$ cat src/rtl/regwr_cmd_pkg.sv
package regwr_cmd_pkg;
  localparam logic [7:0] OP_NOP   = 8'h00;
  localparam logic [7:0] OP_WR    = 8'h01;
  localparam logic [7:0] OP_WUS   = 8'h02;
  localparam logic [7:0] OP_WLINE = 8'h03;
  localparam logic [7:0] OP_WVBL  = 8'h04;
  localparam logic [7:0] OP_WIN   = 8'h05;
  localparam logic [7:0] OP_WOUT  = 8'h06;
  localparam logic [7:0] OP_IRQ   = 8'h07;
  localparam logic [7:0] OP_IDX   = 8'h09;

  localparam int N_STS   = 3;
  localparam int STS_IRQ = 0;
  localparam int STS_BAD = 1;
  localparam int STS_TL  = 2;

  typedef enum logic [2:0] {
    C_NOP, C_WR, C_WAIT, C_IRQ, C_IDX, C_BAD
  } cmd_class_e;
endpackage

$ cat src/rtl/regwr_cmd_decode.sv
module regwr_cmd_decode
  import regwr_cmd_pkg::*;
(
  input  logic [7:0] op_i,
  output cmd_class_e cls_o
);
  always_comb begin
    unique case (op_i)
      OP_NOP:                                   cls_o = C_NOP;
      OP_WR:                                    cls_o = C_WR;
      OP_WUS, OP_WLINE, OP_WVBL, OP_WIN, OP_WOUT: cls_o = C_WAIT;
      OP_IRQ:                                   cls_o = C_IRQ;
      OP_IDX:                                   cls_o = C_IDX;
      default:                                  cls_o = C_BAD; // poll and undefined
    endcase
  end
endmodule

$ cat src/rtl/regwr_cmd_status.sv
module regwr_cmd_status #(
  parameter int N = 3
) (
  input  logic         clk_i,
  input  logic         rst_ni,
  input  logic [N-1:0] set_i,
  input  logic [N-1:0] clr_i,
  input  logic         irq_i,
  output logic [N-1:0] sts_o,
  output logic         irq_o
);
  always_ff @(posedge clk_i or negedge rst_ni) begin
    if (!rst_ni) begin
      sts_o <= '0;
      irq_o <= 1'b0;
    end else begin
      sts_o <= (sts_o & ~clr_i) | set_i; // set wins
      irq_o <= irq_i;
    end
  end
endmodule

$ cat src/rtl/regwr_cmd_engine.sv
module regwr_cmd_engine
  import regwr_cmd_pkg::*;
#(
  parameter int AW       = 16,
  parameter int ALIGN_LG = 6
) (
  input  logic              clk_i,
  input  logic              rst_ni,
  input  logic              en_i,
  input  logic              halt_i,
  input  logic [AW-1:0]     head_i,
  input  logic [AW-1:0]     tail_i,
  input  logic              tail_wr_i,
  input  logic [N_STS-1:0]  status_clr_i,
  output logic              mem_rd_o,
  output logic [AW-1:0]     mem_addr_o,
  input  logic [31:0]       mem_rdata_i,
  output logic              reg_we_o,
  output logic [19:0]       reg_addr_o,
  output logic [3:0]        reg_be_o,
  output logic [31:0]       reg_wdata_o,
  output logic              wait_req_o,
  output logic [7:0]        wait_op_o,
  output logic [31:0]       wait_arg_o,
  output logic [23:0]       wait_ext_o,
  input  logic              wait_done_i,
  output logic              busy_o,
  output logic [AW-1:0]     cur_addr_o,
  output logic              irq_o,
  output logic [N_STS-1:0]  status_o
);
  localparam logic [AW-1:0] WSTEP = AW'(4);
  localparam logic [AW-1:0] CSTEP = AW'(8);

  typedef enum logic [2:0] {
    S_IDLE, S_RD_LO, S_CAP_LO, S_CAP_HI, S_EXEC, S_WAIT, S_RD_DAT, S_CAP_DAT
  } st_e;

  st_e           st_q;
  logic [AW-1:0] ptr_q, tail_q;
  logic [31:0]   lo_q, hi_q, cnt_q;
  cmd_class_e    cls;
  logic          stop, tail_ok, start, at_end;
  logic          irq_set, bad_set, tail_err;

  regwr_cmd_decode u_dec (.op_i(hi_q[31:24]), .cls_o(cls));

  assign stop    = halt_i | ~en_i;
  assign tail_ok = (tail_i[ALIGN_LG-1:0] == '0);
  assign start   = (st_q == S_IDLE) & tail_wr_i & ~stop & tail_ok;
  assign at_end  = (ptr_q == tail_q);

  assign tail_err = tail_wr_i & ((st_q != S_IDLE) | ~tail_ok);
  assign irq_set  = ~stop & (st_q == S_EXEC) & (cls == C_IRQ);
  assign bad_set  = ~stop & (st_q == S_EXEC) & (cls == C_BAD);

  // memory side: control word read is overlapped with argument capture
  assign mem_rd_o   = ~stop & (((st_q == S_RD_LO) & ~at_end) |
                               (st_q == S_CAP_LO) | (st_q == S_RD_DAT));
  assign mem_addr_o = (st_q == S_CAP_LO) ? ptr_q + WSTEP : ptr_q;

  // register side
  assign reg_we_o    = ~stop & (((st_q == S_EXEC) & (cls == C_WR)) | (st_q == S_CAP_DAT));
  assign reg_addr_o  = hi_q[19:0];
  assign reg_be_o    = (st_q == S_CAP_DAT) ? 4'hF : hi_q[23:20];
  assign reg_wdata_o = (st_q == S_CAP_DAT) ? mem_rdata_i : lo_q;

  assign wait_req_o = ~stop & (st_q == S_WAIT);
  assign wait_op_o  = hi_q[31:24];
  assign wait_arg_o = lo_q;
  assign wait_ext_o = hi_q[23:0];

  assign busy_o     = (st_q != S_IDLE);
  assign cur_addr_o = ptr_q;

  always_ff @(posedge clk_i or negedge rst_ni) begin
    if (!rst_ni) begin
      st_q   <= S_IDLE;
      ptr_q  <= '0;
      tail_q <= '0;
      lo_q   <= '0;
      hi_q   <= '0;
      cnt_q  <= '0;
    end else if (stop && st_q != S_IDLE) begin
      st_q <= S_IDLE;
    end else begin
      unique case (st_q)
        S_IDLE: if (start) begin
          ptr_q  <= head_i;
          tail_q <= tail_i;
          st_q   <= S_RD_LO;
        end
        S_RD_LO:  st_q <= at_end ? S_IDLE : S_CAP_LO;
        S_CAP_LO: begin
          lo_q <= mem_rdata_i;
          st_q <= S_CAP_HI;
        end
        S_CAP_HI: begin
          hi_q  <= mem_rdata_i;
          ptr_q <= ptr_q + CSTEP;
          st_q  <= S_EXEC;
        end
        S_EXEC: begin
          unique case (cls)
            C_WAIT: st_q <= S_WAIT;
            C_BAD:  st_q <= S_IDLE;
            C_IDX: begin
              cnt_q <= lo_q;
              st_q  <= (lo_q == '0) ? S_RD_LO : S_RD_DAT;
            end
            default: st_q <= S_RD_LO;
          endcase
        end
        S_WAIT:   if (wait_done_i) st_q <= S_RD_LO;
        S_RD_DAT: st_q <= S_CAP_DAT;
        S_CAP_DAT: begin
          cnt_q <= cnt_q - 32'd1;
          if (cnt_q == 32'd1) begin
            ptr_q <= lo_q[0] ? ptr_q + CSTEP : ptr_q + WSTEP; // skip pad on odd count
            st_q  <= S_RD_LO;
          end else begin
            ptr_q <= ptr_q + WSTEP;
            st_q  <= S_RD_DAT;
          end
        end
        default: st_q <= S_IDLE;
      endcase
    end
  end

  logic [N_STS-1:0] sts_set;
  always_comb begin
    sts_set          = '0;
    sts_set[STS_IRQ] = irq_set;
    sts_set[STS_BAD] = bad_set;
    sts_set[STS_TL]  = tail_err;
  end

  regwr_cmd_status #(.N(N_STS)) u_sts (
    .clk_i  (clk_i),
    .rst_ni (rst_ni),
    .set_i  (sts_set),
    .clr_i  (status_clr_i),
    .irq_i  (irq_set),
    .sts_o  (status_o),
    .irq_o  (irq_o)
  );
endmodule

$ cat config.mk
export PLATFORM = sky130hd
export DESIGN_NAME = regwr_cmd_engine
export DESIGN_NICKNAME = d
export VERILOG_FILES = /design/src/rtl/regwr_cmd_pkg.sv /design/src/rtl/regwr_cmd_decode.sv /design/src/rtl/regwr_cmd_status.sv /design/src/rtl/regwr_cmd_engine.sv
export SDC_FILE = /design/constraint.sdc
export NUM_CORES = 1
export LEC_CHECK = 0
export BUFFER_PORTS_ARGS = -buffer_cell sky130_fd_sc_hd__buf_2
export CORE_ASPECT_RATIO = 0.5
export CORE_MARGIN = 1.5
export CORE_UTILIZATION = 52
export DETAILED_ROUTE_END_ITERATION = 16
export HOLD_SLACK_MARGIN = 0.03
export PLACE_DENSITY = 0.86
export SETUP_SLACK_MARGIN = 0.5
export SLEW_MARGIN = 25
export SYNTH_ARGS = -nofsm -noshare
export SYNTH_HDL_FRONTEND = slang
export SYNTH_SLANG_ARGS = --single-unit
$ cat constraint.sdc
create_clock -name clk_i -period 3.04 [get_ports clk_i]
set_clock_uncertainty 0.05 [all_clocks]
set_input_delay 0.304 -clock clk_i [delete_from_list [all_inputs] [get_ports clk_i]]
set_output_delay 0.304 -clock clk_i [all_outputs]
set_load 0.02 [all_outputs]
# Yosys cells after proc, flatten, opt, wreduce, memory -nomap -nowiden
# Memories as Yosys holds them, arrays and structs flattened.
# Cells that the tools add are included.
# word_totals
reg_bits	135
rom_bits	48
input_bits	73
elab_cells	87
mem_count	1
# classes
add_sub_neg	3
eq_ne	18
muxes	18
bitwise	25
reduce_logical	14
# mem_list
memory	words	width	read_ports	rd_ports_with_merged_regs	wr	line_no	rtl
(no name shown)	16	3	1	0	0	regwr_cmd_decode.sv:8	unique case (op_i)
# ops
cell	n
two-way mux 16 bit	4
two-way mux 32 bit	2
one-hot mux 32 bit (2 select lines)	1
one-hot mux 16 bit (3 select lines)	1
equality test 32 x 1 -> 1 bit (second input constant)	1
logical NOT 32 bit	1
subtractor 32 x 1 -> 32 bit (second input constant)	1
one-hot mux 3 bit (8 select lines)	1
equality test 3 bit (second input constant)	6
two-way mux 3 bit	6
adder 16 x 3 -> 16 bit (second input constant)	1
adder 16 x 4 -> 16 bit (second input constant)	1
equality test 16 bit	1
AND 1 bit	12
equality test 3 x 2 -> 1 bit (second input constant)	4
one-hot mux 3 bit (3 select lines)	1
AND reduction 3 bit	3
equality test 3 x 1 -> 1 bit (second input constant)	2
logical NOT 6 bit	1
inequality test 3 x 2 -> 1 bit (second input constant)	2
AND reduction 2 bit	3
nonzero test 3 bit	2
inverter 1 bit	5
OR 1 bit	5
other kinds (11)	11

# Logic depth before layout (Yosys ltp)
# Gate-level depths: netlist of run 1.
# logic_depth
depth_word	8
mapped_depth	9
depth_no_buf	8

# By module
# Synthesis of run 1 repeated with hierarchy kept, for this count alone.
# hier_totals
cells_unflattened	850
area_unflattened_um2	7803.7
# modules_own_cells
module	n_inst	cells_each	area_each_um2	seq_area_each_um2
regwr_cmd_engine	1	830	7594.8	3278.1
regwr_cmd_status	1	10	133.9	100.1
regwr_cmd_decode	1	10	75.1	0.0

# Worst setup path after synthesis of run 1
# No wires, ideal clock.
# synth_path
kind	reg-to-output
from	register ptr_q[3], in the netlist cur_addr_o[3]
to	output port mem_addr_o[12]
arrival_ns	2.278
path_slack_ns	0.408
path_stages_with_launch	9
path_buffers	1
path_cell_list	dfrtp_1 -> ha_1 -> nand3_1 -> or2_2 -> clkbuf_1 -> nor2_1 -> nand2_1 -> nor2_1 -> xor2_1
# synth_via
elab_chain_len	2
# synth_rtl
element	line_no	rtl
from (decl)	regwr_cmd_engine.sv:40	logic [AW-1:0] ptr_q, tail_q;
from (signal assigned)	regwr_cmd_engine.sv:89	ptr_q <= head_i;
from (signal assigned)	regwr_cmd_engine.sv:100	ptr_q <= ptr_q + CSTEP;
from (signal assigned)	regwr_cmd_engine.sv:119	ptr_q <= lo_q[0] ? ptr_q + CSTEP : ptr_q + WSTEP;
adder 16 x 3 -> 16 bit	regwr_cmd_engine.sv:60	assign mem_addr_o = (st_q == S_CAP_LO) ? ptr_q + WSTEP : ptr_q;
two-way mux 16 bit	regwr_cmd_engine.sv:60	
to (decl)	regwr_cmd_engine.sv:16	output logic [AW-1:0] mem_addr_o,
# No other way between the ends.

# Worst setup path in the final report of run 1
# layout_path
from	register cnt_q[18]
to	register cnt_q[28]
# layout_via
elab_chain_len	2
# layout_rtl
element	line_no	rtl
from (decl)	regwr_cmd_engine.sv:41	logic [31:0] lo_q, hi_q, cnt_q;
from (signal assigned)	regwr_cmd_engine.sv:108	cnt_q <= lo_q;
from (signal assigned)	regwr_cmd_engine.sv:117	cnt_q <= cnt_q - 32'd1;
subtractor 32 x 1 -> 32 bit	regwr_cmd_engine.sv:117	
one-hot mux 32 bit (2 select lines)	regwr_cmd_engine.sv:87	unique case (st_q)
# No other way between the ends.
# A chain may end at the register's enable or synchronous reset.

==> flow_summary_export.csv, run 1 <==
group,metric,value,unit
global_route,grt_max_degree,76,
global_route,antenna_found_initial,0,
logic_synthesis,syn_area_per_cell,9.21,um2
sta,tns,0,ns
placed_design,gp_congestion,0.915,
sta,finalCritPeriodShare,85.9,%
worst_setup_path,cp-start-kind,"flop",
worst_setup_path,cp-end-kind,"flop",
floorplan,die_h,88.5,um
clock_network,clkSinkCount,135,
sta,hold_viol_final,0,
power,p_leak,0.00539,uW
logic_synthesis,ys_warn_count,0,
power,p_int,3380,uW
floorplan,die_w,174,um
drt,routed_via_density,5.93,
placed_design,dp_hpwl,15000,um
final_layout,area_growth,32.9,%
power,power.share.clock,47.5,%
global_route,grt_pass1_vias,6939,
power,power_frac_comb,10.7,%
logic_synthesis,synth-seq-cells,135,
worst_setup_path,cp_max_fo,4,
drt,wl_per_cell,18.3,um
sta,hold_slack,0.0739,ns
floorplan,pin_count,233,
final_layout,finish.utilization,70.3,%
outcome,outcome,"complete, no violations",
worst_setup_path,cp_num_buf_inv,0,
drt,vias,7523,
clock_network,max-clock-path-buffers,2,
power,p_sw,1200,uW
clock_network,insertion_delay,0.41,ns
global_route,grt_usage,28.7,%
sta,period_minus_slack,2.61,ns
worst_setup_path,critPathMaxStageDelay,0.54,ns
logic_synthesis,yosysUniqueCellTypes,62,
floorplan,start_util,52.9,%
final_layout,layout-drive-gt1-share,43.2,%
global_route,grt_pass1_wl,35000,um
power,total_power,4580,uW
sta,worstMarginPinSlew,0.728,ns
logic_synthesis,synth_edf_count,0,
final_layout,diodes,0,
drt,dr.pass1.iters,7,
sta,slew_viol_final,0,
drt,drc_errors,0,
logic_synthesis,syn_inst,826,
final_layout,fin_area,10100,um2
drt,detail_route.iter0.violations,695,
power,peakVddDrop,0.395,mV
sta,slew_headroom,51.4,%
clock_network,htree_levels,4,
worst_setup_path,cp_cell_sequence,"or4_4 -> or3_4 -> or2_4 -> or2_4 -> or3_4 -> a21oi_2 -> a2bb2oi_2",
global_route,grt_overflow,0,
logic_synthesis,syn_area,7610,um2
clock_network,cts_tree,"built",
drt,detail-route-antenna-nets,0,
power,power.density,453,nW/um2
final_layout,nets,1135,
power,p_sw_share,26.2,%
logic_synthesis,async_flop_share,100,%
worst_hold_path,worst_hold_path_type,"input port to flop",
worst_setup_path,crit_arrival,2.90,ns
floorplan,num_rows,31,
placed_design,postPlaceCellArea,8860,um2
logic_synthesis,yosysSeqAreaShare,44.4,%
worst_setup_path,critPathSlowestCell,"or4_4",
sta,fmax,0.383,GHz
logic_synthesis,syn_nets,903,
sta,setup_viol,0,
worst_setup_path,cp_top_family,"simple AND/OR/NAND/NOR gates",
sta,grt_setup_unrepaired,"true",
flow_run,drv_cap,0,
drt,finalWirelength,23300,um
logic_synthesis,synth_ff_type,"dfrtp_1",
placed_design,port_buffers,232,
clock_network,cts_buffers,17,
worst_setup_path,crit_required,3.32,ns
clock_network,clkTransAtPathRegs,0.06,ns
power,p_seq_share,41.7,%
floorplan,fp.dieArea,15400,um2
clock_network,clk_root_buffer_cell,"clkbuf_16",
worst_setup_path,critPathKind,"flop to flop",
floorplan,core,14400,um2
-- stage by stage --
stage                     worst slack (ns)  std cells
after floorplan                      0.523        826
after global placement               0.284       1200
after detailed placement             0.198       1200
after CTS                            0.472       1251
after global routing                 0.360       1269
final                                0.430       1269
-- cell type report --
type	count	area (um2)
sequential	135	3390
multi-input combinational	604	4110
tap	198	248
timing repair buffer	287	1690
clock buffer	19	453
inverter	13	48.8
clock inverter	13	166
fill	1020	4280
-- power groups by stage --
stage,Sequential [uW],Clock (uW),Combinational [uW]
2_1_floorplan,1950,0,206
3_3_place_gp,1940,0,429
3_5_place_dp,1940,0,436
4_1_cts,1910,2200,457
5_1_grt,1920,2290,529
6_report,1910,2180,491
-- timing repair --
item	in CTS	in global routing
resized for setup	35	43
hold buffers	4	0
hold endpoints to repair	76	0
endpoints found under the setup margin	57	74
gates cloned	1	0
setup buffers	14	18
pin swaps	14	23
-- logic make-up (layout without fill, tap and decap cells) --
kind of cell | after synthesis | in the layout | synth area share (%)
adder cells (fa/ha/maj) | 4 | 4 | 0.658
multiplexers | 77 | 77 | 11.4
flip-flops | 135 | 135 | 44.4
buffers and inverters | 87 | 332 | 5.48
XOR/XNOR | 33 | 33 | 3.80
AND/OR/NAND/NOR | 314 | 314 | 19.3
AO/OA/AOI/OAI | 176 | 176 | 15.0
-- layout by cell type (no fill, tap or decap), drive strengths merged, types with 4 or more instances in the layout --
cell type / Yosys / layout
inv: 13 / 16
buf: 28 / 282
or2: 8 / 8
nor2: 49 / 49
mux2: 77 / 77
nand2b: 6 / 6
clkinv: 0 / 4
clkbuf: 46 / 19
xor2: 27 / 27
a21oi: 35 / 35
or4: 4 / 4
or3: 5 / 5
nand4: 10 / 10
dlygate4sd3: 0 / 4
a31oi: 6 / 6
o21ai: 56 / 56
nand2: 148 / 148
a22oi: 6 / 6
o41ai: 4 / 4
ha: 4 / 4
a21o: 6 / 6
nor4: 23 / 23
a22o: 14 / 14
nor3: 27 / 27
xnor2: 6 / 6
o31ai: 8 / 8
o22ai: 11 / 11
nand3b: 5 / 5
dfrtp: 135 / 135
nand3: 14 / 14
and2: 8 / 8
-- worst register-to-register path: stages (launching register included) --
cell and delay [ns]:
dfrtp_1 0.40, or4_4 0.54, or3_4 0.38, or2_4 0.26
or2_4 0.27, or3_4 0.35, a21oi_2 0.15, a2bb2oi_2 0.14
-- registers in the layout, summed over array words and instances, names as in the netlist --
name	count
st_q	3
tail_q	16
cur_addr_o	16
wait_arg_o	32
cnt_q	32
u_sts.irq_o	1
u_sts.sts_o	3
hi_q	32
-- worst paths after layout --
check                            from    endpoint  slack, ns  depth (start not counted)
max                         cnt_q[18]   cnt_q[28]       0.43                          7
min                        tail_i[15]  tail_q[15]       0.07                          2
max reg2reg                 cnt_q[18]   cnt_q[28]       0.43                          7
min reg2reg                 cnt_q[23]   cnt_q[23]       0.44                          1
max in group asynchronous      rst_ni    hi_q[13]       1.73                          3
min in group asynchronous      rst_ni   tail_q[3]       0.40                          2
-- cell usage after synthesis, types with 8 or more instances --
| cell type | n | area (um2) |
|---|---|---|
| inv_1 | 13 | 48.8 |
| nand3_1 | 14 | 70.1 |
| o22ai_1 | 11 | 68.8 |
| dfrtp_1 | 135 | 3380 |
| o31ai_1 | 8 | 60.1 |
| buf_4 | 22 | 165 |
| xor2_1 | 27 | 236 |
| a21oi_1 | 35 | 175 |
| mux2_2 | 77 | 867 |
| o21ai_0 | 56 | 280 |
| nand4_1 | 10 | 62.6 |
| nor3_1 | 27 | 135 |
| and2_1 | 8 | 50.1 |
| nor4_1 | 21 | 131 |
| nand2_1 | 148 | 556 |
| nor2_1 | 49 | 184 |
| clkbuf_1 | 46 | 173 |
| a22o_1 | 14 | 123 |
-- layer usage --
metal	track usage, %	part of all wire [%]
met1	37.4	42
met4	10.1	1.9
met5	0	0
met3	5.15	6.8
met2	49.2	49
No activity file was read; power rests on OpenSTA's default activity.
==> inputs of run 2 (changes only) <==
--- a/config.mk
+++ b/config.mk
@@ -8,10 +8,11 @@
 export BUFFER_PORTS_ARGS = -buffer_cell sky130_fd_sc_hd__buf_2
 export CORE_ASPECT_RATIO = 0.5
 export CORE_MARGIN = 1.5
-export CORE_UTILIZATION = 52
+export CORE_UTILIZATION = 54
+export CTS_BUF_LIST = sky130_fd_sc_hd__clkbuf_8
 export DETAILED_ROUTE_END_ITERATION = 16
 export HOLD_SLACK_MARGIN = 0.03
-export PLACE_DENSITY = 0.86
+export PLACE_DENSITY = 0.88
 export SETUP_SLACK_MARGIN = 0.5
 export SLEW_MARGIN = 25
 export SYNTH_ARGS = -nofsm -noshare
==> constraint.sdc (replaced) <==
create_clock -name clk_i -period 3.04 [get_ports clk_i]
set_clock_uncertainty 0.05 [all_clocks]
set_input_delay 0.76 -clock clk_i [delete_from_list [all_inputs] [get_ports clk_i]]
set_output_delay 0.76 -clock clk_i [all_outputs]
set_load 0.02 [all_outputs]
==> run 2 against run 1 <==
First-iteration DRC count up 85%. Sequential power about the same. Global-route usage rose by 5.6 points. Fmax fell by 12%. Power is 8.1% lower. Worst setup slack worse by 0.36 ns. Clock-buffer cell count is 2 lower.
==> flow_summary_export.csv, run 2 (synthesis results as in run 1) <==
group,metric,value,unit
worst_setup_path,cp-end-kind,"output pin",
final_layout,mostFrequentLayoutCells,"buf_2 (181), dfrtp_1 (119), buf_4 (93)",
placed_design,dp_hpwl,15600,um
sta,layout_setup_ws,0.0744,ns
clock_network,cts_buffers,17,
drt,detail_route.iter0.violations,1286,
worst_setup_path,crit_required,2.23,ns
outcome,outcome,"complete, no violations",
floorplan,die_h,86.9,um
global_route,grt_usage,34.3,%
worst_setup_path,cp-start-kind,"flop",
clock_network,cts.hold.buffers_added,0,
worst_setup_path,cp_max_fo,4,
placed_design,place_ws,0.0634,ns
sta,slew_viol_final,0,
clock_network,clk_root_buffer_cell,"clkbuf_8",
floorplan,pin_count,233,
global_route,grt_pass1_vias,7647,
clock_network,htree_levels,4,
drt,detail-route-antenna-nets,0,
power,power.density,368,nW/um2
floorplan,die_w,171,um
sta,fmax,0.337,GHz
flow_run,drv_cap,0,
power,p_leak,0.00605,uW
floorplan,start_util,55.7,%
sta,tns,0,ns
clock_network,max-clock-path-buffers,2,
sta,finalCritPeriodShare,97.6,%
sta,setup_viol,0,
sta,hold_viol_final,0,
global_route,antenna_found_initial,1,
drt,vias,8908,
floorplan,core,13700,um2
drt,dr.pass1.iters,7,
final_layout,regArea,3400,um2
final_layout,final_common_cell,"buf_2",
sta,slew_headroom,46.4,%
sta,worstMarginPinSlew,0.805,ns
global_route,grt_overflow,0,
final_layout,fillers,668,
drt,routed_via_density,6.72,
clock_network,insertion_delay,0.46,ns
drt,finalWirelength,31800,um
clock_network,clkSinkCount,135,
final_layout,diodes,0,
final_layout,area_growth,50.3,%
final_layout,layout-drive-gt1-share,54.7,%
final_layout,multiInputGateArea,4680,um2
drt,wl_per_cell,24.0,um
final_layout,nets,1197,
worst_hold_path,worst_hold_path_type,"input port to asynchronous set/reset pin",
clock_network,cts_tree,"built",
placed_design,gp_congestion,0.949,
drt,drc_errors,0,
global_route,grt_pass1_wl,39600,um
global_route,grt_max_degree,57,
worst_setup_path,critPathKind,"flop to output pin",
power,peakVddDrop,0.282,mV
clock_network,clkTransAtPathRegs,0.09,ns
sta,grt_setup_unrepaired,"true",
placed_design,port_buffers,232,
floorplan,num_rows,30,
worst_setup_path,crit_arrival,2.16,ns
floorplan,fp.dieArea,14900,um2
sta,period_minus_slack,2.97,ns
==> run 2: routing by layer <==
layer,global-route usage (%),vias up,part of all wire (%)
met5,0,-,0
met3,6.50,264,12
met4,15.0,0,6.3
met1,44.1,4232,35
met2,57.2,876,46
li1,-,3536,-
==> run 2: worst paths after layout <==
| path | startpoint | end | slack (ns) | cells past startpoint |
|---|---|---|---|---|
| hold reg to reg | u_sts.sts_o[0] | u_sts.sts_o[0] | 0.46 | 1 |
| min in group clk_i | status_clr_i[1] | u_sts.sts_o[1] | 0.44 | 2 |
| hold / removal | rst_ni | hi_q[21] | 0.19 | 1 |
| max in group asynchronous | rst_ni | st_q[0] | 2.02 | 2 |
| setup / recovery | cur_addr_o[4] | mem_rd_o | 0.07 | 6 |
| setup reg to reg | cnt_q[6] | cur_addr_o[12] | 0.10 | 9 |
==> run 2: power breakdown <==
part	switching [uW]	total, uW	internal [uW]
Combinational	348	586	239
Sequential	70.7	1910	1840
Clock	816	1720	902
Total	1230	4210	2980
==> run 2: final cells by class <==
type                            instances  area share (%)
Clock inverter                         15            1.77
Tap cell                              192            2.10
Sequential cell                       135            29.7
Inverter                               13           0.427
Clock buffer                           17            2.05
Timing Repair Buffer                  349            23.0
Multi-Input combinational cell        604            40.9
==> run 2: timing repair <==
item,4_1_cts,5_1_grt
cloned,2,7
setup endpoints to repair,70,71
setup buffers,57,29
gates resized for setup,90,227
pin swaps,30,68
==> run 2: metrics by stage <==
| step | cells | cell area, um2 | power, uW | hold WS, ns | utilization (%) |
|---|---|---|---|---|---|
| after global routing | 1325 | 11400 | 4330 | 0.215 | 83.7 |
| after CTS | 1289 | 10300 | 4110 | 0.225 | 75.2 |
| after floorplan | 826 | 7780 | 2170 | 0.400 | - |
| after detailed placement | 1198 | 9010 | 2390 | 0.435 | 65.9 |
| final | 1325 | 11400 | 4210 | 0.195 | 83.7 |
| after global placement | 1198 | 9010 | 2380 | 0.411 | 65.9 |
==> run 2: critical path: stages, from the launching register on <==
cell and delay (ns):
dfrtp_2 0.47, xor2_2 0.20, nor4_4 0.34, nand4_1 0.19, a31oi_2 0.24, nor2_1 0.10
buf_4 0.17
